<file path="config.mk">
export PLATFORM = sky130hd
export DESIGN_NAME = acq_trig_ctrl
export DESIGN_NICKNAME = d
export VERILOG_FILES = /design/src/rtl/acq_trig_pkg.sv /design/src/rtl/trig_edge_det.sv /design/src/rtl/trig_src_mux.sv /design/src/rtl/acq_seq.sv /design/src/rtl/acq_addr_ctr.sv /design/src/rtl/acq_trig_ctrl.sv
export SDC_FILE = /design/constraint.sdc
export NUM_CORES = 1
export LEC_CHECK = 0
export ABC_AREA = 1
export BUFFER_PORTS_ARGS = -buffer_cell sky130_fd_sc_hd__buf_2
export CAP_MARGIN = 20
export CORE_MARGIN = 2
export CORE_UTILIZATION = 35
export DETAILED_ROUTE_END_ITERATION = 16
export GPL_TIMING_DRIVEN = 0
export SETUP_SLACK_MARGIN = 0.02
export SYNTH_ARGS = -nofsm -noshare
export SYNTH_HDL_FRONTEND = slang
export SYNTH_SLANG_ARGS = --single-unit
</file>
<file path="constraint.sdc">
create_clock -name clk -period 3 [get_ports clk]
set_input_delay 0.45 -clock clk [delete_from_list [all_inputs] [get_ports clk]]
set_output_delay 0.45 -clock clk [all_outputs]
set_load 0.05 [all_outputs]
</file>
<file path="src/rtl/acq_trig_pkg.sv">
// Shared encodings for the acquisition trigger controller.
package acq_trig_pkg;
    // Acquisition mode codes as seen on mode_i.
    typedef enum logic [1:0] {
        MODE_POST  = 2'd0,
        MODE_DELAY = 2'd1,
        MODE_PRE   = 2'd2,
        MODE_MID   = 2'd3
    } acq_mode_e;

    // Trigger source codes as seen on src_sel_i.
    typedef enum logic [1:0] {
        SRC_SW   = 2'd0,
        SRC_EXT  = 2'd1,
        SRC_SYNC = 2'd2,
        SRC_OFF  = 2'd3
    } trig_src_e;

    // Sequencer states.
    typedef enum logic [2:0] {
        ST_IDLE  = 3'd0,
        ST_FILL  = 3'd1,
        ST_WAIT  = 3'd2,
        ST_DELAY = 3'd3,
        ST_POST  = 3'd4
    } seq_state_e;
endpackage

</file>
<file path="src/rtl/trig_edge_det.sv">
// Synchronises an asynchronous line through SYNC_STAGES flops and flags one
// edge per transition. fall_i picks the falling edge instead of the rising one.
// Assumes line_i is held for at least two clock periods.
module trig_edge_det #(
    parameter int SYNC_STAGES = 2
) (
    input  logic clk,
    input  logic rst_n,
    input  logic line_i,
    input  logic fall_i,
    output logic evt_o
);
    localparam int CHAIN_W = SYNC_STAGES + 1;

    logic [CHAIN_W-1:0] chain_q;

    // Shift the line through the synchroniser plus one history flop.
    always_ff @(posedge clk) begin
        if (!rst_n) chain_q <= '0;
        else        chain_q <= {chain_q[CHAIN_W-2:0], line_i};
    end

    // Compare the synchronised level with its previous value.
    always_comb begin
        if (fall_i) evt_o = chain_q[CHAIN_W-1] & ~chain_q[CHAIN_W-2];
        else        evt_o = chain_q[CHAIN_W-2] & ~chain_q[CHAIN_W-1];
    end
endmodule

</file>
<file path="src/rtl/trig_src_mux.sv">
// Latches source select and external edge direction at arm, detects edges on
// the external and sync lines, and forwards the selected trigger event.
// Assumes the software strobe is already synchronous to clk.
module trig_src_mux
    import acq_trig_pkg::*;
#(
    parameter int SYNC_STAGES = 2
) (
    input  logic       clk,
    input  logic       rst_n,
    input  logic       load_i,
    input  logic [1:0] src_i,
    input  logic       fall_i,
    input  logic       sw_i,
    input  logic       ext_i,
    input  logic       sync_i,
    output logic       evt_o
);
    trig_src_e src_q;
    logic      fall_q;
    logic      ext_evt;
    logic      sync_evt;

    // Hold the source configuration for the whole acquisition.
    always_ff @(posedge clk) begin
        if (!rst_n) begin
            src_q  <= SRC_OFF;
            fall_q <= 1'b0;
        end else if (load_i) begin
            src_q  <= trig_src_e'(src_i);
            fall_q <= fall_i;
        end
    end

    trig_edge_det #(.SYNC_STAGES(SYNC_STAGES)) u_ext_det (
        .clk    (clk),
        .rst_n  (rst_n),
        .line_i (ext_i),
        .fall_i (fall_q),
        .evt_o  (ext_evt)
    );

    trig_edge_det #(.SYNC_STAGES(SYNC_STAGES)) u_sync_det (
        .clk    (clk),
        .rst_n  (rst_n),
        .line_i (sync_i),
        .fall_i (1'b0),
        .evt_o  (sync_evt)
    );

    // Pick the event of the latched source.
    always_comb begin
        unique case (src_q)
            SRC_SW:   evt_o = sw_i;
            SRC_EXT:  evt_o = ext_evt;
            SRC_SYNC: evt_o = sync_evt;
            default:  evt_o = 1'b0;
        endcase
    end
endmodule

</file>
<file path="src/rtl/acq_seq.sv">
// Acquisition sequencer: fills the pre window, waits for a trigger, skips the
// delay, writes post segments and handles retriggers. Counts only valid
// samples. Assumes post_i >= 1; a zero post count yields a single sample.
module acq_seq
    import acq_trig_pkg::*;
#(
    parameter int CW = 16,
    parameter int RW = 8
) (
    input  logic          clk,
    input  logic          rst_n,
    input  logic          arm_i,
    input  logic          evt_i,
    input  logic          vld_i,
    input  logic [1:0]    mode_i,
    input  logic [CW-1:0] pre_i,
    input  logic [CW-1:0] post_i,
    input  logic [CW-1:0] dly_i,
    input  logic [RW-1:0] retrig_i,
    output logic          wr_en_o,
    output logic          acc_o,
    output logic          busy_o,
    output logic          done_o,
    output logic          start_o
);
    localparam int XW = CW + 1;

    seq_state_e    st_q;
    acq_mode_e     mode_q;
    acq_mode_e     mode_in;
    logic [CW-1:0] pre_q, post_q, dly_q, cnt_q;
    logic [RW-1:0] rt_q;
    logic          done_q;
    logic          pre_side, pre_side_in;
    logic          fill_last, dly_last, post_last;
    logic [XW-1:0] cnt_nx;

    // Decode mode families and last-sample conditions.
    always_comb begin
        mode_in     = acq_mode_e'(mode_i);
        pre_side    = (mode_q == MODE_PRE) || (mode_q == MODE_MID);
        pre_side_in = (mode_in == MODE_PRE) || (mode_in == MODE_MID);
        cnt_nx      = {1'b0, cnt_q} + XW'(1);
        fill_last   = cnt_nx >= {1'b0, pre_q};
        dly_last    = cnt_nx >= {1'b0, dly_q};
        post_last   = cnt_nx >= {1'b0, post_q};
    end

    // Outputs derived from state and the current cycle's inputs.
    always_comb begin
        start_o = arm_i && (st_q == ST_IDLE);
        acc_o   = (st_q == ST_WAIT) && evt_i;
        wr_en_o = vld_i && ((st_q == ST_FILL) || (st_q == ST_POST) ||
                            ((st_q == ST_WAIT) && pre_side));
        busy_o  = (st_q != ST_IDLE);
        done_o  = done_q;
    end

    // State machine and counters.
    always_ff @(posedge clk) begin
        if (!rst_n) begin
            st_q   <= ST_IDLE;
            mode_q <= MODE_POST;
            pre_q  <= '0;
            post_q <= '0;
            dly_q  <= '0;
            cnt_q  <= '0;
            rt_q   <= '0;
            done_q <= 1'b0;
        end else begin
            unique case (st_q)
                ST_IDLE: begin
                    if (arm_i) begin
                        mode_q <= mode_in;
                        pre_q  <= pre_i;
                        post_q <= post_i;
                        dly_q  <= dly_i;
                        cnt_q  <= '0;
                        done_q <= 1'b0;
                        rt_q   <= pre_side_in ? '0 : retrig_i;
                        st_q   <= (pre_side_in && (pre_i != '0)) ? ST_FILL : ST_WAIT;
                    end
                end
                ST_FILL: begin
                    if (vld_i) begin
                        if (fill_last) begin
                            st_q  <= ST_WAIT;
                            cnt_q <= '0;
                        end else begin
                            cnt_q <= cnt_q + 1'b1;
                        end
                    end
                end
                ST_WAIT: begin
                    if (evt_i) begin
                        cnt_q <= '0;
                        unique case (mode_q)
                            MODE_PRE: begin
                                st_q   <= ST_IDLE;
                                done_q <= 1'b1;
                            end
                            MODE_DELAY: st_q <= (dly_q == '0) ? ST_POST : ST_DELAY;
                            default:    st_q <= ST_POST;
                        endcase
                    end
                end
                ST_DELAY: begin
                    if (vld_i) begin
                        if (dly_last) begin
                            st_q  <= ST_POST;
                            cnt_q <= '0;
                        end else begin
                            cnt_q <= cnt_q + 1'b1;
                        end
                    end
                end
                ST_POST: begin
                    if (vld_i) begin
                        if (post_last) begin
                            cnt_q <= '0;
                            if (rt_q != '0) begin
                                rt_q <= rt_q - 1'b1;
                                st_q <= ST_WAIT;
                            end else begin
                                st_q   <= ST_IDLE;
                                done_q <= 1'b1;
                            end
                        end else begin
                            cnt_q <= cnt_q + 1'b1;
                        end
                    end
                end
                default: st_q <= ST_IDLE;
            endcase
        end
    end
endmodule

</file>
<file path="src/rtl/acq_addr_ctr.sv">
// Circular write-address counter with trigger position capture.
// Assumes start_i and wr_en_i never coincide (writes only happen while busy).
module acq_addr_ctr #(
    parameter int AW = 8
) (
    input  logic          clk,
    input  logic          rst_n,
    input  logic          start_i,
    input  logic          wr_en_i,
    input  logic          acc_i,
    output logic [AW-1:0] addr_o,
    output logic [AW-1:0] pos_o,
    output logic          pos_vld_o
);
    logic [AW-1:0] addr_q, pos_q;
    logic          pos_vld_q;

    // Advance the address per write; clear it at arm.
    always_ff @(posedge clk) begin
        if (!rst_n)       addr_q <= '0;
        else if (start_i) addr_q <= '0;
        else if (wr_en_i) addr_q <= addr_q + 1'b1;
    end

    // Record the address of the accepted trigger cycle.
    always_ff @(posedge clk) begin
        if (!rst_n) begin
            pos_q     <= '0;
            pos_vld_q <= 1'b0;
        end else if (start_i) begin
            pos_vld_q <= 1'b0;
        end else if (acc_i) begin
            pos_q     <= addr_q;
            pos_vld_q <= 1'b1;
        end
    end

    assign addr_o    = addr_q;
    assign pos_o     = pos_q;
    assign pos_vld_o = pos_vld_q;
endmodule

</file>
<file path="src/rtl/acq_trig_ctrl.sv">
// Top of the acquisition trigger controller: source selection, sequencer and
// write-address tracking. Assumes configuration inputs are stable at arm.
module acq_trig_ctrl #(
    parameter int CW          = 16,
    parameter int AW          = 8,
    parameter int RW          = 8,
    parameter int SYNC_STAGES = 2
) (
    input  logic          clk,
    input  logic          rst_n,
    input  logic          arm_i,
    input  logic          sample_vld_i,
    input  logic          sw_trig_i,
    input  logic          ext_trig_i,
    input  logic          sync_trig_i,
    input  logic [1:0]    src_sel_i,
    input  logic          ext_fall_i,
    input  logic [1:0]    mode_i,
    input  logic [CW-1:0] pre_cnt_i,
    input  logic [CW-1:0] post_cnt_i,
    input  logic [CW-1:0] delay_cnt_i,
    input  logic [RW-1:0] retrig_cnt_i,
    output logic          wr_en_o,
    output logic [AW-1:0] wr_addr_o,
    output logic [AW-1:0] trig_pos_o,
    output logic          trig_pos_vld_o,
    output logic          busy_o,
    output logic          done_o,
    output logic          trig_acc_o
);
    logic start;
    logic evt;

    trig_src_mux #(.SYNC_STAGES(SYNC_STAGES)) u_src (
        .clk    (clk),
        .rst_n  (rst_n),
        .load_i (start),
        .src_i  (src_sel_i),
        .fall_i (ext_fall_i),
        .sw_i   (sw_trig_i),
        .ext_i  (ext_trig_i),
        .sync_i (sync_trig_i),
        .evt_o  (evt)
    );

    acq_seq #(.CW(CW), .RW(RW)) u_seq (
        .clk      (clk),
        .rst_n    (rst_n),
        .arm_i    (arm_i),
        .evt_i    (evt),
        .vld_i    (sample_vld_i),
        .mode_i   (mode_i),
        .pre_i    (pre_cnt_i),
        .post_i   (post_cnt_i),
        .dly_i    (delay_cnt_i),
        .retrig_i (retrig_cnt_i),
        .wr_en_o  (wr_en_o),
        .acc_o    (trig_acc_o),
        .busy_o   (busy_o),
        .done_o   (done_o),
        .start_o  (start)
    );

    acq_addr_ctr #(.AW(AW)) u_addr (
        .clk       (clk),
        .rst_n     (rst_n),
        .start_i   (start),
        .wr_en_i   (wr_en_o),
        .acc_i     (trig_acc_o),
        .addr_o    (wr_addr_o),
        .pos_o     (trig_pos_o),
        .pos_vld_o (trig_pos_vld_o)
    );
endmodule

</file>
==> results of run 1 <==
-- logic make-up after synthesis --
logic type      after synthesis
compound gates              206
xor+xnor                     17
fa+ha+maj                    52
buf+inv                     156
flops                       104
simple gates                258
-- per-stage QoR --
stage	worst slack [ns]	utilization (%)	setup TNS [ns]	total power [W]
2_1_floorplan	0.206	-	0	0.00352
3_3_place_gp	-0.684	40.5	-16.14	0.00409
3_5_place_dp	-0.732	40.5	-17.06	0.00411
4_1_cts	0.0411	44.5	0	0.00547
5_1_grt	-0.115	46.2	-1.15	0.00606
6_report	0.0393	46.2	0	0.00562
-- state kept, by name, summed over array words and instances, names as in the netlist --
name and count:
u_seq.post_q 16, u_src.u_sync_det.chain_q 3, u_seq.done_o 1, u_seq.rt_q 8, u_seq.st_q 3, u_addr.pos_vld_o 1
u_src.src_q 2, u_src.fall_q 1, u_seq.pre_q 16, u_seq.dly_q 16, u_src.u_ext_det.chain_q 3, u_addr.pos_o 8
u_seq.mode_q 2, u_addr.addr_o 8, u_seq.cnt_q 16
-- worst paths after layout --
path	from	slack (ns)	endpoint
max	u_seq.cnt_q[0]	0.04	u_seq.st_q[0]
min	sync_trig_i	0.27	u_src.u_sync_det.chain_q[0]
max reg2reg	u_seq.cnt_q[0]	0.04	u_seq.st_q[0]
min reg2reg	u_src.u_sync_det.chain_q[0]	0.42	u_src.u_sync_det.chain_q[1]
-- worst reg2reg max path, stage by stage, from the launching register on --
cell     delay (ns)
dfxtp_4        0.38
ha_4           0.15
nand3_4        0.08
nor2_4         0.17
nand3_4        0.14
buf_6          0.16
xnor2_4        0.13
buf_6          0.13
ha_4           0.26
nand2_2        0.05
nor2_2         0.13
nand3_2        0.10
o21a_1         0.21
nand3_2        0.10
nand2_2        0.08
nand2_4        0.10
nand2_4        0.06
inv_4          0.08
buf_6          0.12
nand3_4        0.07
nand2_2        0.08
a21oi_2        0.05
-- layout make-up --
type / count / area share, %
tap: 216 / 3.65
timing repair buffer: 110 / 8.44
multi-input combinational: 533 / 46.7
clock buffer: 10 / 3.23
buffer: 24 / 1.56
antenna: 1 / 0.0338
inverter: 131 / 6.71
clock inverter: 6 / 1.25
sequential: 104 / 28.4
-- metal layers --
layer,up-vias,part of all wire (%),GRT usage [%]
met5,-,0,0
met4,0,1.9,6.27
met3,23,5.3,4.15
met2,122,47,30.4
met1,2510,46,24.2
li1,2855,-,-
-- power breakdown --
part / leakage (nW) / switching (W) / internal, W / total (W)
Clock: 0.155 / 0.000556 / 0.000757 / 0.00131
Sequential: 0.859 / 0.000130 / 0.00168 / 0.00181
Combinational: 2.41 / 0.00168 / 0.000814 / 0.00249
Total: 3.43 / 0.00236 / 0.00325 / 0.00562
-- what timing repair did --
item                       CTS  global route
gates resized for setup     39            61
buffers inserted            18             4
setup endpoints to repair   28            28
pin swaps                    9            25
-- synth_stat cells, types with 4 or more instances --
library cell  count  area (um^2)
xor2_1           11         96.3
nor2_1           45          169
o21a_1            4         30.0
a21oi_1         105          526
ha_1             52          651
nand2_1         133          499
o21ai_0          77          385
nand3_1          35          175
nor3_1            7         35.0
o22ai_1           4         25.0
clkbuf_1         18         67.6
inv_1           126          473
buf_6             4         45.0
dfxtp_1         104         2080
nand4_1          18          113
xnor2_1           6         52.6
==> flow_summary.ini, run 1 <==
[routing]
vias_per_cell = 4.85
dr.pass1.iters = 5
drc = 0
vias = 5510
drt_iter0_markers = 200
drtAntennaViolNets = 0
wl_um = 16100
routedWlPerCell_um = 14.2

[global_routing]
grt_overflow = 0
antenna_found_initial = 0
grt_usage_pct = 18.6
grt_max_degree = 18
grt_pass1_wl_um = 25900
first_global_vias = 5228

[cells_and_area]
fill_cells = 1711
final_common_cell = inv_1
multi_input_comb_area_um2 = 3460
layout-drive-gt1-share_pct = 23.6
nets = 1033
fin_cells = 1135
design_area_um2 = 7400
seq_area_um2 = 2100
area_delta_synth_final_pct = 28.3
mostFrequentLayoutCells = inv_1, nand2_1, a21oi_1, dfxtp_1, buf_2

[logic_synthesis]
ys_types = 46
synth-seq-area-share_pct = 36.1
synth_compound_area_share_pct = 19.1
synth_edf_count = 0
synthXorXnorAreaFrac_pct = 2.58
synth.area.mux_share_pct = 0
synth_ff_type = dfxtp_1
avgSynthCellArea_um2 = 7.27
synth-simple-area-share_pct = 20.1
syn_area_um2 = 5770
syn_nets = 913
synthAdderAreaFrac_pct = 11.3
ys_ff_latch = 104
synth_top_family_by_area = simple AND/OR/NAND/NOR gates
yosys_warnings = 0
async_flop_share_pct = 0
syn_inst = 793

[critical_path]
path_depth = 21
crit_chain = ha_4 -> nand3_4 -> nor2_4 -> nand3_4 -> buf_6 -> xnor2_4 -> buf_6 -> ha_4 -> nand2_2 -> nor2_2 -> nand3_2 -> o21a_1 -> nand3_2 -> nand2_2 -> nand2_4 -> nand2_4 -> inv_4 -> buf_6 -> nand3_4 -> nand2_2 -> a21oi_2
endpoint_kind = flip-flop
crit_type = flip-flop to flip-flop
path_max_fanout = 4
required_ns = 3.23
r2r_cells = 21
worstPathArrival_ns = 3.19
cp_num_buf_inv = 4
start_kind = flip-flop
max_stage_delay_ns = 0.38
path_delay_family = simple AND/OR/NAND/NOR gates
crit_slowest_cell = dfxtp_4

[power]
peakVddDrop_uv = 442
powerDensity_nw_per_um2 = 759
p_leak_nw = 3.43

[floorplan]
rows = 46
io_pins = 89
die_area_um2 = 17500
dieWidth_um = 132
start_util_pct = 36.0
coreArea_um2 = 16000
die_y_um = 132

[clocking]
cts_hold_buf = 0
htreeDepth = 3
root_buffer = clkbuf_16
cts.sinks = 104
cts_made_buffers = 9
path_clk_slew_ns = 0.07
clkLatencyLatePin_ns = 0.36
cts_tree = yes
cts_buffer_depth = 2

[place]
globalplace.congestion = 0.851
dp.cells = 1097
dpl.hpwl_um = 11600
numPortBuffers = 88
placed_cell_area_um2 = 6480

[min_path]
hold_depth = 3
hold_path_class = input pin to flip-flop

[timing]
hold-worst-slack_ns = 0.267
max_freq_ghz = 0.338
finalMaxSlewViolations = 0
finalHoldViolCount = 0
worst_slew_pin_slew_ns = 0.610
finalCritPeriodShare_pct = 98.7
grt_setup_unrepaired = true
fin_crit_ns = 2.96
setup_viol_count_final = 0
finClkSkew_ns = 0.00608
slew_headroom_pct = 59.3

[run]
drv_cap = 0

[status]
outcome = completed
No activity file was read; power rests on OpenSTA's default activity.
==> run 2, diff against run 1 <==
- PLACE_DENSITY: default -> 0.53
==> flow_summary.ini, run 2 (synthesis gave the netlist of run 1 again) <==
[floorplan]
dieWidth_um = 132
rows = 46
die_y_um = 132
start_util_pct = 36.0
die_area_um2 = 17500
coreArea_um2 = 16000
io_pins = 89

[cells_and_area]
design_area_um2 = 7610
layout-drive-gt1-share_pct = 26.2
area_delta_synth_final_pct = 31.9
antenna_cells = 0
fill_cells = 1685
seq_area_um2 = 2110
mostFrequentLayoutCells = inv_1, nand2_1, dfxtp_1, a21oi_1, buf_2
multi_input_comb_area_um2 = 3590
final_common_cell = inv_1
nets = 1036

[routing]
dr.pass1.iters = 4
vias = 5389
wl_um = 16400
drt_iter0_markers = 160
vias_per_cell = 4.74
drtAntennaViolNets = 0
routedWlPerCell_um = 14.4
drc = 0

[critical_path]
start_kind = flip-flop
crit_top_cell = nand3_2
rrSetupSlack_ns = 0.08
crit_chain = ha_4 -> nand3_4 -> nor2_4 -> nand3_4 -> buf_12 -> xnor2_4 -> ha_4 -> nand2_1 -> nor2_2 -> nand3_2 -> o21bai_4 -> nand3_2 -> nand2_2 -> nand2_4 -> nand2_4 -> inv_4 -> nand2_8 -> clkbuf_16 -> nand3_2 -> a21oi_1
path_max_fanout = 6
max_stage_delay_ns = 0.37
path_delay_family = simple AND/OR/NAND/NOR gates
required_ns = 3.22
crit_type = flip-flop to flip-flop
reg2reg_to = u_seq.cnt_q[15]
endpoint_kind = flip-flop
r2r_start = u_seq.cnt_q[1]
crit_slowest_cell = dfxtp_4
cp_num_buf_inv = 3
worstPathArrival_ns = 3.14
r2r_cells = 20

[timing]
finalMaxSlewViolations = 0
max_freq_ghz = 0.342
grt_setup_unrepaired = true
worst_slew_pin_slew_ns = 0.695
setup_viol_count_final = 0
fin_crit_ns = 2.92
fin_ws_ns = 0.0769
finalHoldViolCount = 0
finalCritPeriodShare_pct = 97.4
slew_headroom_pct = 53.7
finClkSkew_ns = 0.00502
setup_tns_ns = 0

[power]
p_leak_nw = 3.48
peakVddDrop_uv = 409
powerDensity_nw_per_um2 = 757

[clocking]
root_buffer = clkbuf_16
cts_made_buffers = 9
cts_hold_buf = 0
htreeDepth = 3
clkLatencyLatePin_ns = 0.35
cts_buffer_depth = 2
cts.sinks = 104
path_clk_slew_ns = 0.07
cts_tree = yes

[place]
placed_cell_area_um2 = 6480
numPortBuffers = 88
dpl.hpwl_um = 11900
dp_slack_ns = -0.756
globalplace.congestion = 0.831

[min_path]
hold_path_class = input pin to flip-flop
hp-start = ext_trig_i
hold_depth = 3
holdPathEnd = u_src.u_ext_det.chain_q[0]

[global_routing]
first_global_vias = 5040
antenna_found_initial = 0
grt_max_degree = 17
grt_usage_pct = 18.4
grt_overflow = 0
grt_pass1_wl_um = 25500

[status]
outcome = completed

[run]
drv_cap = 0
-- run 2: cell type report --
class / count / area share, %
Clock inverter: 5 / 1.05
Buffer: 25 / 1.76
Timing Repair Buffer: 112 / 9.08
Multi-Input combinational cell: 533 / 47.2
Inverter: 131 / 6.53
Tap cell: 216 / 3.55
Sequential cell: 104 / 27.7
Clock buffer: 11 / 3.19
-- run 2: stage by stage --
step	hold slack [ns]	power [W]	utilization [%]	instances
floorplan	0.390	0.00352	-	793
global placement	0.394	0.00411	40.5	1097
detailed placement	0.403	0.00413	40.5	1097
CTS	0.270	0.00548	44.1	1123
global route	0.275	0.00620	47.6	1137
finish	0.276	0.00576	47.6	1137
-- run 2: how the worst max path moves through the flow --
| stage | from | end | slack, ns | cells past startpoint |
|---|---|---|---|---|
| 2_1_floorplan | u_seq.cnt_q[0] | u_seq.cnt_q[10] | 0.21 | 21 |
| 3_3_place_gp | u_seq.cnt_q[0] | u_seq.cnt_q[10] | -0.71 | 20 |
| 3_5_place_dp | u_seq.cnt_q[0] | u_seq.cnt_q[7] | -0.76 | 20 |
| 4_1_cts | u_seq.cnt_q[0] | u_seq.cnt_q[7] | -0.03 | 19 |
| 5_1_grt | u_seq.cnt_q[1] | u_seq.cnt_q[15] | -0.1 | 25 |
| 6_report | u_seq.cnt_q[1] | u_seq.cnt_q[15] | 0.08 | 20 |
-- run 2: metal layers --
| layer | part of all wire [%] | vias up | global-route usage (%) |
|---|---|---|---|
| met4 | 1.4 | 0 | 5.44 |
| met3 | 3.9 | 16 | 3.88 |
| li1 | - | 2859 | - |
| met5 | 0 | - | 0 |
| met1 | 47 | 2418 | 23.4 |
| met2 | 47 | 96 | 31.4 |
-- run 2: repair_timing --
item / CTS / global route
setup endpoints to repair: 28 / 28
pin swaps: 8 / 36
gates resized for setup: 42 / 82
setup buffers: 10 / 13
hold endpoints to repair: 0 / 0
gates cloned: 0 / 1
-- run 2: power by group --
part	leakage [nW]	internal, W	switching [W]
logic	2.47	0.000925	0.00173
registers	0.859	0.00168	0.000130
clock network	0.152	0.000754	0.000542
-- run 2: worst register-to-register path: stages (launching register included) --
cell       delay [ns]
dfxtp_4          0.37
ha_4             0.15
nand3_4          0.07
nor2_4           0.17
nand3_4          0.15
buf_12           0.16
xnor2_4          0.18
ha_4             0.30
nand2_1          0.06
nor2_2           0.14
nand3_2          0.10
o21bai_4         0.18
nand3_2          0.10
nand2_2          0.08
nand2_4          0.09
nand2_4          0.06
inv_4            0.08
nand2_8          0.07
clkbuf_16        0.16
nand3_2          0.05
a21oi_1          0.06
